**src/rtl/ssm_pkg.sv**
```systemverilog
// Shared types for the serial master.
// Assumes nothing beyond a single clock domain.
package ssm_pkg;
    // Phase of the shift engine within a bit period
    typedef enum logic [1:0] {
        PH_IDLE = 2'd0,
        PH_LOW  = 2'd1,
        PH_HIGH = 2'd2
    } shift_phase_e;
endpackage

```
**src/rtl/ssm_shift_engine.sv**
```systemverilog
// Shift engine: generates the divided shift clock and shifts one word out
// (MSB first, launched on the falling edge) while capturing one word in
// (sampled on the rising edge). A frame starts on `start`; at the last
// half-period of a frame a new `start` chains the next frame with no gap.
// Assumes CLK_DIV is even and at least 2, and DATA_W is at least 2.
module ssm_shift_engine
    import ssm_pkg::*;
#(
    parameter int unsigned DATA_W  = 8,
    parameter int unsigned CLK_DIV = 4
) (
    input  logic              clk,
    input  logic              rst_n,
    input  logic              start,
    input  logic [DATA_W-1:0] load_word,
    input  logic              ser_in,
    output logic              ser_clk,
    output logic              ser_out,
    output logic [DATA_W-1:0] rx_word,
    output logic              frame_done,
    output logic              busy,
    output logic              tx_irq
);
    localparam int unsigned HALF  = CLK_DIV / 2;
    localparam int unsigned CNT_W = (HALF > 1) ? $clog2(HALF) : 1;
    localparam int unsigned BIT_W = (DATA_W > 1) ? $clog2(DATA_W) : 1;
    localparam logic [CNT_W-1:0] CNT_LAST = CNT_W'(HALF - 1);
    localparam logic [BIT_W-1:0] BIT_LAST = BIT_W'(DATA_W - 1);

    shift_phase_e      phase;
    logic [CNT_W-1:0]  cnt;
    logic [BIT_W-1:0]  bit_idx;
    logic [DATA_W-1:0] tx_sr;
    logic [DATA_W-1:0] rx_sr;
    logic              half_end;

    assign half_end   = (cnt == CNT_LAST);
    assign frame_done = (phase == PH_HIGH) && half_end && (bit_idx == BIT_LAST);
    assign busy       = (phase != PH_IDLE);
    assign rx_word    = rx_sr;

    // Phase sequencing, clock generation and both shift registers
    always_ff @(posedge clk) begin
        if (!rst_n) begin
            phase   <= PH_IDLE;
            cnt     <= '0;
            bit_idx <= '0;
            tx_sr   <= '0;
            rx_sr   <= '0;
            ser_clk <= 1'b1;
            ser_out <= 1'b1;
        end else begin
            case (phase)
                PH_IDLE: begin
                    if (start) begin
                        phase   <= PH_LOW;
                        cnt     <= '0;
                        bit_idx <= '0;
                        ser_clk <= 1'b0;
                        ser_out <= load_word[DATA_W-1];
                        tx_sr   <= {load_word[DATA_W-2:0], 1'b0};
                    end
                end
                PH_LOW: begin
                    if (half_end) begin
                        phase   <= PH_HIGH;
                        cnt     <= '0;
                        ser_clk <= 1'b1;
                        rx_sr   <= {rx_sr[DATA_W-2:0], ser_in};
                    end else begin
                        cnt <= cnt + 1'b1;
                    end
                end
                PH_HIGH: begin
                    if (!half_end) begin
                        cnt <= cnt + 1'b1;
                    end else if (bit_idx != BIT_LAST) begin
                        phase   <= PH_LOW;
                        cnt     <= '0;
                        bit_idx <= bit_idx + 1'b1;
                        ser_clk <= 1'b0;
                        ser_out <= tx_sr[DATA_W-1];
                        tx_sr   <= {tx_sr[DATA_W-2:0], 1'b0};
                    end else if (start) begin
                        phase   <= PH_LOW;
                        cnt     <= '0;
                        bit_idx <= '0;
                        ser_clk <= 1'b0;
                        ser_out <= load_word[DATA_W-1];
                        tx_sr   <= {load_word[DATA_W-2:0], 1'b0};
                    end else begin
                        phase <= PH_IDLE;
                        cnt   <= '0;
                    end
                end
                default: begin
                    phase   <= PH_IDLE;
                    ser_clk <= 1'b1;
                end
            endcase
        end
    end

    // Registered one-cycle transmit-complete pulse
    always_ff @(posedge clk) begin
        if (!rst_n) tx_irq <= 1'b0;
        else        tx_irq <= frame_done;
    end

    AST_IDLE_CLK_HIGH: assert property (@(posedge clk) disable iff (!rst_n)
        (phase == PH_IDLE) |-> ser_clk);
    AST_HIGH_OUT_STABLE: assert property (@(posedge clk) disable iff (!rst_n)
        (phase == PH_HIGH) |-> $stable(ser_out));
    AST_TXIRQ_SINGLE: assert property (@(posedge clk) disable iff (!rst_n)
        tx_irq |=> !tx_irq);
endmodule

```
**src/rtl/ssm_tx_buf.sv**
```systemverilog
// One-entry transmit buffer. A host write fills it; a load into the shift
// engine empties it. A write in the same cycle as a load wins, because
// the engine takes the old word while the new one lands.
// Assumes the host writes only while the buffer is empty.
module ssm_tx_buf #(
    parameter int unsigned DATA_W = 8
) (
    input  logic              clk,
    input  logic              rst_n,
    input  logic              wr_en,
    input  logic [DATA_W-1:0] wr_data,
    input  logic              load,
    output logic [DATA_W-1:0] word,
    output logic              valid
);
    // Hold the pending word and its occupancy flag
    always_ff @(posedge clk) begin
        if (!rst_n) begin
            word  <= '0;
            valid <= 1'b0;
        end else if (wr_en) begin
            word  <= wr_data;
            valid <= 1'b1;
        end else if (load) begin
            valid <= 1'b0;
        end
    end

    AST_TX_LOAD_EMPTIES: assert property (@(posedge clk) disable iff (!rst_n)
        (load && !wr_en) |=> !valid);
endmodule

```
**src/rtl/ssm_rx_buf.sv**
```systemverilog
// Receive buffer with a one-word hold stage. A finished frame goes straight
// to the buffer if it is empty. Otherwise the word is parked in the hold
// stage, and it moves up once the host has read the buffer.
// Assumes the flow control stops the engine while a word is held.
module ssm_rx_buf #(
    parameter int unsigned DATA_W = 8
) (
    input  logic              clk,
    input  logic              rst_n,
    input  logic              frame_done,
    input  logic [DATA_W-1:0] frame_word,
    input  logic              rd_en,
    output logic [DATA_W-1:0] rd_data,
    output logic              full,
    output logic              pend,
    output logic              rx_irq
);
    logic [DATA_W-1:0] hold;

    // Deposit, park, promote and host-read handling for the receive side
    always_ff @(posedge clk) begin
        if (!rst_n) begin
            rd_data <= '0;
            hold    <= '0;
            full    <= 1'b0;
            pend    <= 1'b0;
            rx_irq  <= 1'b0;
        end else begin
            rx_irq <= 1'b0;
            if (frame_done && !full) begin
                rd_data <= frame_word;
                full    <= 1'b1;
                rx_irq  <= 1'b1;
            end else if (frame_done) begin
                hold <= frame_word;
                pend <= 1'b1;
                if (rd_en) full <= 1'b0;
            end else if (pend && !full) begin
                rd_data <= hold;
                full    <= 1'b1;
                pend    <= 1'b0;
                rx_irq  <= 1'b1;
            end else if (rd_en) begin
                full <= 1'b0;
            end
        end
    end

    AST_RX_NO_OVERWRITE: assert property (@(posedge clk) disable iff (!rst_n)
        (frame_done && full) |=> (pend && $stable(rd_data)));
    AST_RXIRQ_PULSE: assert property (@(posedge clk) disable iff (!rst_n)
        rx_irq |=> !rx_irq);
endmodule

```
**src/rtl/sync_serial_master.sv**
```systemverilog
// Full-duplex synchronous serial master with host flow control.
// A frame starts or chains only when a transmit word is waiting and the
// receive side is clear, so the clock only ever stops at frame boundaries.
// With dbl_buf_en low, a frame never chains: every frame ends idle.
// Assumes dbl_buf_en changes only while idle. Reset is synchronous, active low.
module sync_serial_master #(
    parameter int unsigned DATA_W  = 8,
    parameter int unsigned CLK_DIV = 4
) (
    input  logic              clk,
    input  logic              rst_n,
    input  logic              dbl_buf_en,
    input  logic              tx_wr_en,
    input  logic [DATA_W-1:0] tx_wr_data,
    input  logic              rx_rd_en,
    output logic [DATA_W-1:0] rx_rd_data,
    output logic              tx_empty,
    output logic              rx_full,
    output logic              tx_irq,
    output logic              rx_irq,
    output logic              ser_clk,
    output logic              ser_out,
    input  logic              ser_in
);
    logic [DATA_W-1:0] tx_word;
    logic [DATA_W-1:0] frame_word;
    logic              tx_valid;
    logic              rx_pend;
    logic              busy;
    logic              frame_done;
    logic              start;

    // Launch a frame from idle, or chain one at a frame end in double mode
    always_comb begin
        start = tx_valid && !rx_full && !rx_pend &&
                (!busy || (frame_done && dbl_buf_en));
    end

    assign tx_empty = !tx_valid;

    ssm_tx_buf #(.DATA_W(DATA_W)) u_tx_buf (
        .clk     (clk),
        .rst_n   (rst_n),
        .wr_en   (tx_wr_en),
        .wr_data (tx_wr_data),
        .load    (start),
        .word    (tx_word),
        .valid   (tx_valid)
    );

    ssm_shift_engine #(.DATA_W(DATA_W), .CLK_DIV(CLK_DIV)) u_engine (
        .clk        (clk),
        .rst_n      (rst_n),
        .start      (start),
        .load_word  (tx_word),
        .ser_in     (ser_in),
        .ser_clk    (ser_clk),
        .ser_out    (ser_out),
        .rx_word    (frame_word),
        .frame_done (frame_done),
        .busy       (busy),
        .tx_irq     (tx_irq)
    );

    ssm_rx_buf #(.DATA_W(DATA_W)) u_rx_buf (
        .clk        (clk),
        .rst_n      (rst_n),
        .frame_done (frame_done),
        .frame_word (frame_word),
        .rd_en      (rx_rd_en),
        .rd_data    (rx_rd_data),
        .full       (rx_full),
        .pend       (rx_pend),
        .rx_irq     (rx_irq)
    );

    AST_SINGLE_HALT: assert property (@(posedge clk) disable iff (!rst_n)
        (!dbl_buf_en && frame_done) |=> !busy);
    AST_HELD_WORD_STALLS: assert property (@(posedge clk) disable iff (!rst_n)
        rx_pend |-> ser_clk);
endmodule

```
**config.mk**
```make
export PLATFORM = sky130hd
export DESIGN_NAME = sync_serial_master
export DESIGN_NICKNAME = d
export VERILOG_FILES = /design/src/rtl/ssm_pkg.sv /design/src/rtl/ssm_shift_engine.sv /design/src/rtl/ssm_tx_buf.sv /design/src/rtl/ssm_rx_buf.sv /design/src/rtl/sync_serial_master.sv
export SDC_FILE = /design/constraint.sdc
export NUM_CORES = 1
export LEC_CHECK = 0
export BUFFER_PORTS_ARGS = -buffer_cell sky130_fd_sc_hd__buf_2
export CAP_MARGIN = 10
export CELL_PAD_IN_SITES_DETAIL_PLACEMENT = 0
export CELL_PAD_IN_SITES_GLOBAL_PLACEMENT = 2
export CORE_AREA = 2 2 97 80
export DETAILED_ROUTE_END_ITERATION = 7
export DIE_AREA = 0 0 99 82
export GPL_TIMING_DRIVEN = 0
export HOLD_SLACK_MARGIN = 0.06
export PLACE_DENSITY = 0.76
export SLEW_MARGIN = 15
export SYNTH_ARGS = -nofsm -noshare
export SYNTH_HDL_FRONTEND = slang
export SYNTH_SLANG_ARGS = --single-unit
```
**constraint.sdc**
```tcl
create_clock -name clk -period 2.1 [get_ports clk]
set_clock_uncertainty 0.1 [all_clocks]
set_input_delay 0.105 -clock clk [delete_from_list [all_inputs] [get_ports clk]]
set_output_delay 0.105 -clock clk [all_outputs]
set_load 0.01 [all_outputs]
```
# ---- Word level (Yosys, flattened, before mapping)
# Cells that the tools add are included.
dict set report classes {
  add_sub_neg 2
  eq_ne 8
  mux 39
  bitwise 1
  reduce_logical 29
}
# operator n
set ops {}
lappend ops {{two-way mux 8 bit} 6}
lappend ops {{two-way mux 1 bit} 20}
lappend ops {{case mux 8 bit (2 select lines)} 1}
lappend ops {{AND reduction 2 bit} 7}
lappend ops {{nonzero test 2 bit} 6}
lappend ops {{two-way mux 3 bit} 3}
lappend ops {{logical AND 1 bit} 8}
lappend ops {{two-way mux 2 bit} 4}
lappend ops {{inequality test 2 x 1 -> 1 bit, second input constant} 3}
lappend ops {{case mux 2 bit (3 select lines)} 1}
lappend ops {{case mux 3 bit (2 select lines)} 1}
lappend ops {{zero test 1 bit} 4}
lappend ops {{case mux 1 bit (2 select lines)} 2}
lappend ops {{adder 3 x 1 -> 3 bit, second input constant} 1}
lappend ops {{== test 3 bit, second input constant} 1}
lappend ops {{inequality test 3 bit, second input constant} 1}
lappend ops {{case mux 1 bit (3 select lines)} 1}
lappend ops {{AND reduction 3 bit} 1}
lappend ops {{== test 2 x 1 -> 1 bit, second input constant} 1}
lappend ops {{== test 2 bit, second input constant} 1}
lappend ops {{zero test 2 bit} 1}
lappend ops {{inequality test 2 bit, second input constant} 1}
lappend ops {{OR reduction 2 bit} 1}
lappend ops {{adder 1 bit, second input constant} 1}
lappend ops {{2 further kinds} 2}
dict set report totals {
  ff_bits 53
  input_bits 14
  elab_cells 94
}

# ---- Depth between registers and ports, before layout
dict set report logic_depth {
  word_depth 10
  ltp_mapped 7
}

# ---- By module
# From an unflattened synthesis, not the netlist that was laid out.
dict set report hier_totals {
  hier_cells 247
  area_unflattened_um2 2487.4
}
# mod n_inst cells_per_inst area_per_inst_um2 seq_area_each_um2
set modules_own_cells {}
lappend modules_own_cells {ssm_shift_engine 1 132 1239.9 500.5}
lappend modules_own_cells {ssm_rx_buf 1 84 889.6 380.4}
lappend modules_own_cells {ssm_tx_buf 1 28 335.3 180.2}
lappend modules_own_cells {sync_serial_master 1 3 22.5 0.0}

# ---- Worst setup path before layout
# Ideal clock, no wire load.
dict set report synth_timing {
  path_type {flip-flop to flip-flop}
  start {register u_engine.bit_idx[0]}
  end {register u_rx_buf.rd_data[0]}
  setup_time_ns 0.119
  arrival_time_ns 1.726
  required_time_ns 1.881
  slack_ns 0.156
  path_stages_with_launch 8
  period_less_slack_ns 1.944
  path_cell_list {dfxtp_1 > ha_1 > ha_1 > buf_4 > and3_1 > or3b_1 > clkbuf_1 > o221a_2}
}
dict set report synth_between {
  elab_chain_len 5
}
# item line
set synth_lines {}
lappend synth_lines {{from (decl)} ssm_shift_engine.sv:32} ;# logic [BIT_W-1:0] bit_idx;
lappend synth_lines {{from (signal assigned)} ssm_shift_engine.sv:80} ;# bit_idx <= bit_idx + 1'b1;
lappend synth_lines {{== test 3 bit (*)} ssm_shift_engine.sv:38} ;# assign frame_done = (phase == PH_HIGH) && half_end && (bit_idx == BIT_LAST);
lappend synth_lines {{logical AND 1 bit (*)} ssm_shift_engine.sv:38}
lappend synth_lines {{logical AND 1 bit} ssm_rx_buf.sv:30} ;# if (frame_done && !full) begin
lappend synth_lines {{inequality test 2 x 1 -> 1 bit (no line) / nonzero test 2 bit (equally long branches)} --}
lappend synth_lines {{AND reduction 2 bit (no line)} --}
lappend synth_lines {{to (signal assigned)} ssm_rx_buf.sv:31} ;# rd_data <= frame_word;
lappend synth_lines {{to (signal assigned)} ssm_rx_buf.sv:39} ;# rd_data <= hold;
lappend synth_lines {{to (decl)} ssm_rx_buf.sv:13} ;# output logic [DATA_W-1:0] rd_data,
# Mark *: on every way between the ends. The rest lies on a longest branch, timed or not.
# A chain may end at the register's enable or synchronous reset.

# ---- Worst setup path in the final report
dict set report layout_timing {
  start {register u_engine.bit_idx[0]}
  end {register u_rx_buf.rd_data[3]}
}
# The elaborated chain is that of the path after synthesis.

==> metrics.md <==
| Metric | Value |
|---|---|
| Status | `finished clean` |
| Grt ovf | `0` |
| H-tree depth | `2` |
| Hold path start | `rst_n` |
| Initial antenna violation count | `0` |
| Vias per cell | `4.86` |
| Layout Cells excl Fill | `367` |
| Core ar. | `7180 µm²` |
| Register Area | `1060 µm²` |
| Clk buf depth | `2` |
| Clock transition at path regs | `100 ps` |
| Antenna diodes | `0` |
| Gpl congestion | `0.760` |
| Seq/Total Area, Yosys | `47.5%` |
| Crit Path Max Fanout | `9` |
| Setup crit start kind | `flop` |
| Multi-input gate area | `1070 µm²` |
| Met2 Use GR | `19.4%` |
| Hold crit path type | `in2reg` |
| Clock Latency Late Sink | `310 ps` |
| WP data required | `2200 ps` |
| Final net count | `297` |
| Ys flop type | `dfxtp_1` |
| Max VDD drop | `364 µV` |
| Met3 usage | `3.06%` |
| Final Max Slew Viols | `0` |
| Starting Density | `31.1%` |
| Unrepaired setup endpoints after global routing | `no` |
| Post-Syn Area | `2230 µm²` |
| PwrDens | `921 nW/µm²` |
| Total power | `2.51 mW` |
| Max transition margin | `55.3%` |
| Area leader, netlist | `dfxtp_1` |
| Row count | `28` |
| Die ar. | `8120 µm²` |
| Synth-to-Final Area Change | `21.8%` |
| Post-route clock period utilization | `95.0%` |
| Final Hold Viols | `0` |
| Initial DRC Count | `51` |
| WL per Instance | `14.2 µm` |
| Top-count cell post-synth | `dfxtp_1` |
| Routed Wire Length | `5220 µm` |
| CP most frequent cell | `ha_1` |
| Slew @ Worst Pin | `670 ps` |
| Post-Syn Instances | `234` |
| Largest stage delay on the critical path | `460 ps` |
| Antenna viol nets, final | `0` |
| Crit. End Element | `flop` |
| Clock sinks | `53` |
| Critical Path AT | `2090 ps` |
| Vias | `1,785` |
| Flop-to-flop setup slack | `110 ps` |
| Vias in the first global route | `1,623` |
| DRC | `0` |
| CTS tree | `done` |
| Root buffer cell | `clkbuf_8` |
| Min Tclk post-route | `1990 ps` |
| EDFF count, synth | `0` |
| Top cell type's share of synthesized area | `47.5%` |
| Crit path cell chain | `ha_1 > ha_1 > buf_4 > and3_4 > or3b_4 > o221a_2` |
| Top Ports | `28` |
| Syn_nets | `255` |
| R2R cell count | `6` |
| Hold EP | `u_engine.phase[0]` |
| Ys async rst share | `0%` |
| YS warnings | `0` |
| Die height | `82 µm` |
| RR Endpoint | `u_rx_buf.rd_data[3]` |
| Cells after DPL | `350` |
| Most Crowded Layer GR | `met2` |
| Synth cell types | `39` |
| Max-Cap Viols | `0` |
| Die Wd | `99 µm` |
| Synth cell count leaders | `dfxtp_1, nand2_1, a21oi_1` |
| Synthesized area per cell | `9.54 µm²` |
| First-pass GRT wire length | `8230 µm` |
| Hpwl dp | `3510 µm` |
| Kind of critical path | `reg2reg` |
| Synth top area cells | `dfxtp_1, o21a_1, nand2_1` |
| Largest net degree at the start of global routing | `18` |
| First-pass DRT Iterations | `4` |
| Met1 Use GR | `18.5%` |
| Worst reg2reg startpoint | `u_engine.bit_idx[0]` |
| Total CTS buffers | `5` |
| IO Port Bufs | `26` |
| Slowest library cell on the worst path | `or3b_4` |
| Leakage | `1.07 nW` |
| # fillers | `728` |
| Hold path depth | `4` |
| Fmax | `501 MHz` |
| Synthesized flop and latch total | `53` |
| Layout cells sized above 1 | `20.2%` |
| Final setup fails | `0` |
| Gr usage total | `12.9%` |
-- repair_timing --
action                                  CTS  global route
gates resized for setup                   1             4
buffers inserted                          0             0
endpoints found under the setup margin    8             4
endpoints found under the hold margin    10             0
hold buffers                             10             0
pin swaps                                 0             1
gates cloned                              0             0
-- sequential cells by signal, indices dropped and copies added, names as in the netlist --
register	count
u_engine.bit_idx	3
u_engine.cnt	1
u_engine.phase	2
u_engine.rx_word	8
u_engine.ser_clk	1
u_engine.ser_out	1
u_engine.tx_irq	1
u_engine.tx_sr	8
u_rx_buf.full	1
u_rx_buf.hold	8
u_rx_buf.pend	1
u_rx_buf.rd_data	8
u_rx_buf.rx_irq	1
u_tx_buf.valid	1
u_tx_buf.word	8
-- how the worst max path moves through the flow --
stage                              from             endpoint  slack [ps]
finish              u_engine.bit_idx[0]  u_rx_buf.rd_data[3]         110
global route        u_engine.bit_idx[0]    u_engine.tx_sr[7]          20
CTS                 u_engine.bit_idx[0]  u_rx_buf.rd_data[3]          60
detailed placement  u_engine.bit_idx[0]  u_rx_buf.rd_data[3]        -110
global placement    u_engine.bit_idx[0]  u_rx_buf.rd_data[5]        -100
floorplan           u_engine.bit_idx[0]  u_rx_buf.rd_data[0]         160
-- where the power goes --
| part | switching (mW) | internal [mW] |
|---|---|---|
| combinational | 0.313 | 0.232 |
| sequential | 0.0497 | 1.08 |
| clock | 0.352 | 0.480 |
-- placed cells by master, fill, tap and decap left out, types with 2 or more instances in the layout --
master and instances:
mux2i_1 10, buf_2 27, a21oi_1 22, clkbuf_8 5, nand2b_1 2, nor3_1 2
nand2_1 33, inv_1 7, clkbuf_1 10, bufinv_16 2, dlygate4sd3_1 10, buf_4 4
dfxtp_1 52, o21a_1 17, o221a_2 8, nor2_1 11, o221a_1 7, ha_1 7
o22ai_1 3, nand3b_1 2, nand3_1 11
-- kinds of logic after synthesis --
kind of cell | Yosys count | share of synthesized area [%]
compound gates | 68 | 23.9
fa+ha+maj | 7 | 3.92
buf+inv | 24 | 5.10
flops | 53 | 47.5
mux | 10 | 4.48
simple gates | 72 | 15.1
-- routing by layer --
layer  vias up  share of wire (%)
met5         -                  0
li1        927                  -
met2        27                 43
met1       829                 53
met4         0               0.63
met3         2                3.5
-- stage by stage --
step | instance area (µm²) | util, % | TNS [ps] | hold WS (ps) | worst slack, ps
floorplan | 2230 | - | 0 | 152 | 156
global placement | 2480 | 34.5 | -754 | 239 | -103
detailed placement | 2480 | 34.5 | -802 | 250 | -109
CTS | 2710 | 37.8 | 0 | 104 | 59.6
global route | 2720 | 37.9 | 0 | 147 | 22.4
finish | 2720 | 37.9 | 0 | 119 | 105
-- critical path: cells and delay by family, from the launching register on --
kind / cells / cell delay (ps)
adders and majority gates: 2 / 360
DFF: 1 / 340
and+or+nand+nor: 2 / 640
buffers and inverters: 1 / 160
AOI/OAI and AO/OA: 1 / 270
-- layout make-up --
class,count,share of cell area (%)
multi-input combinational,157,39.3
sequential,53,39.0
timing repair buffer,36,8.46
tap,90,4.14
buffer,16,3.08
clock buffer,5,2.53
clock inverter,3,2.53
inverter,7,0.966
No activity file was read; power rests on OpenSTA's default activity.
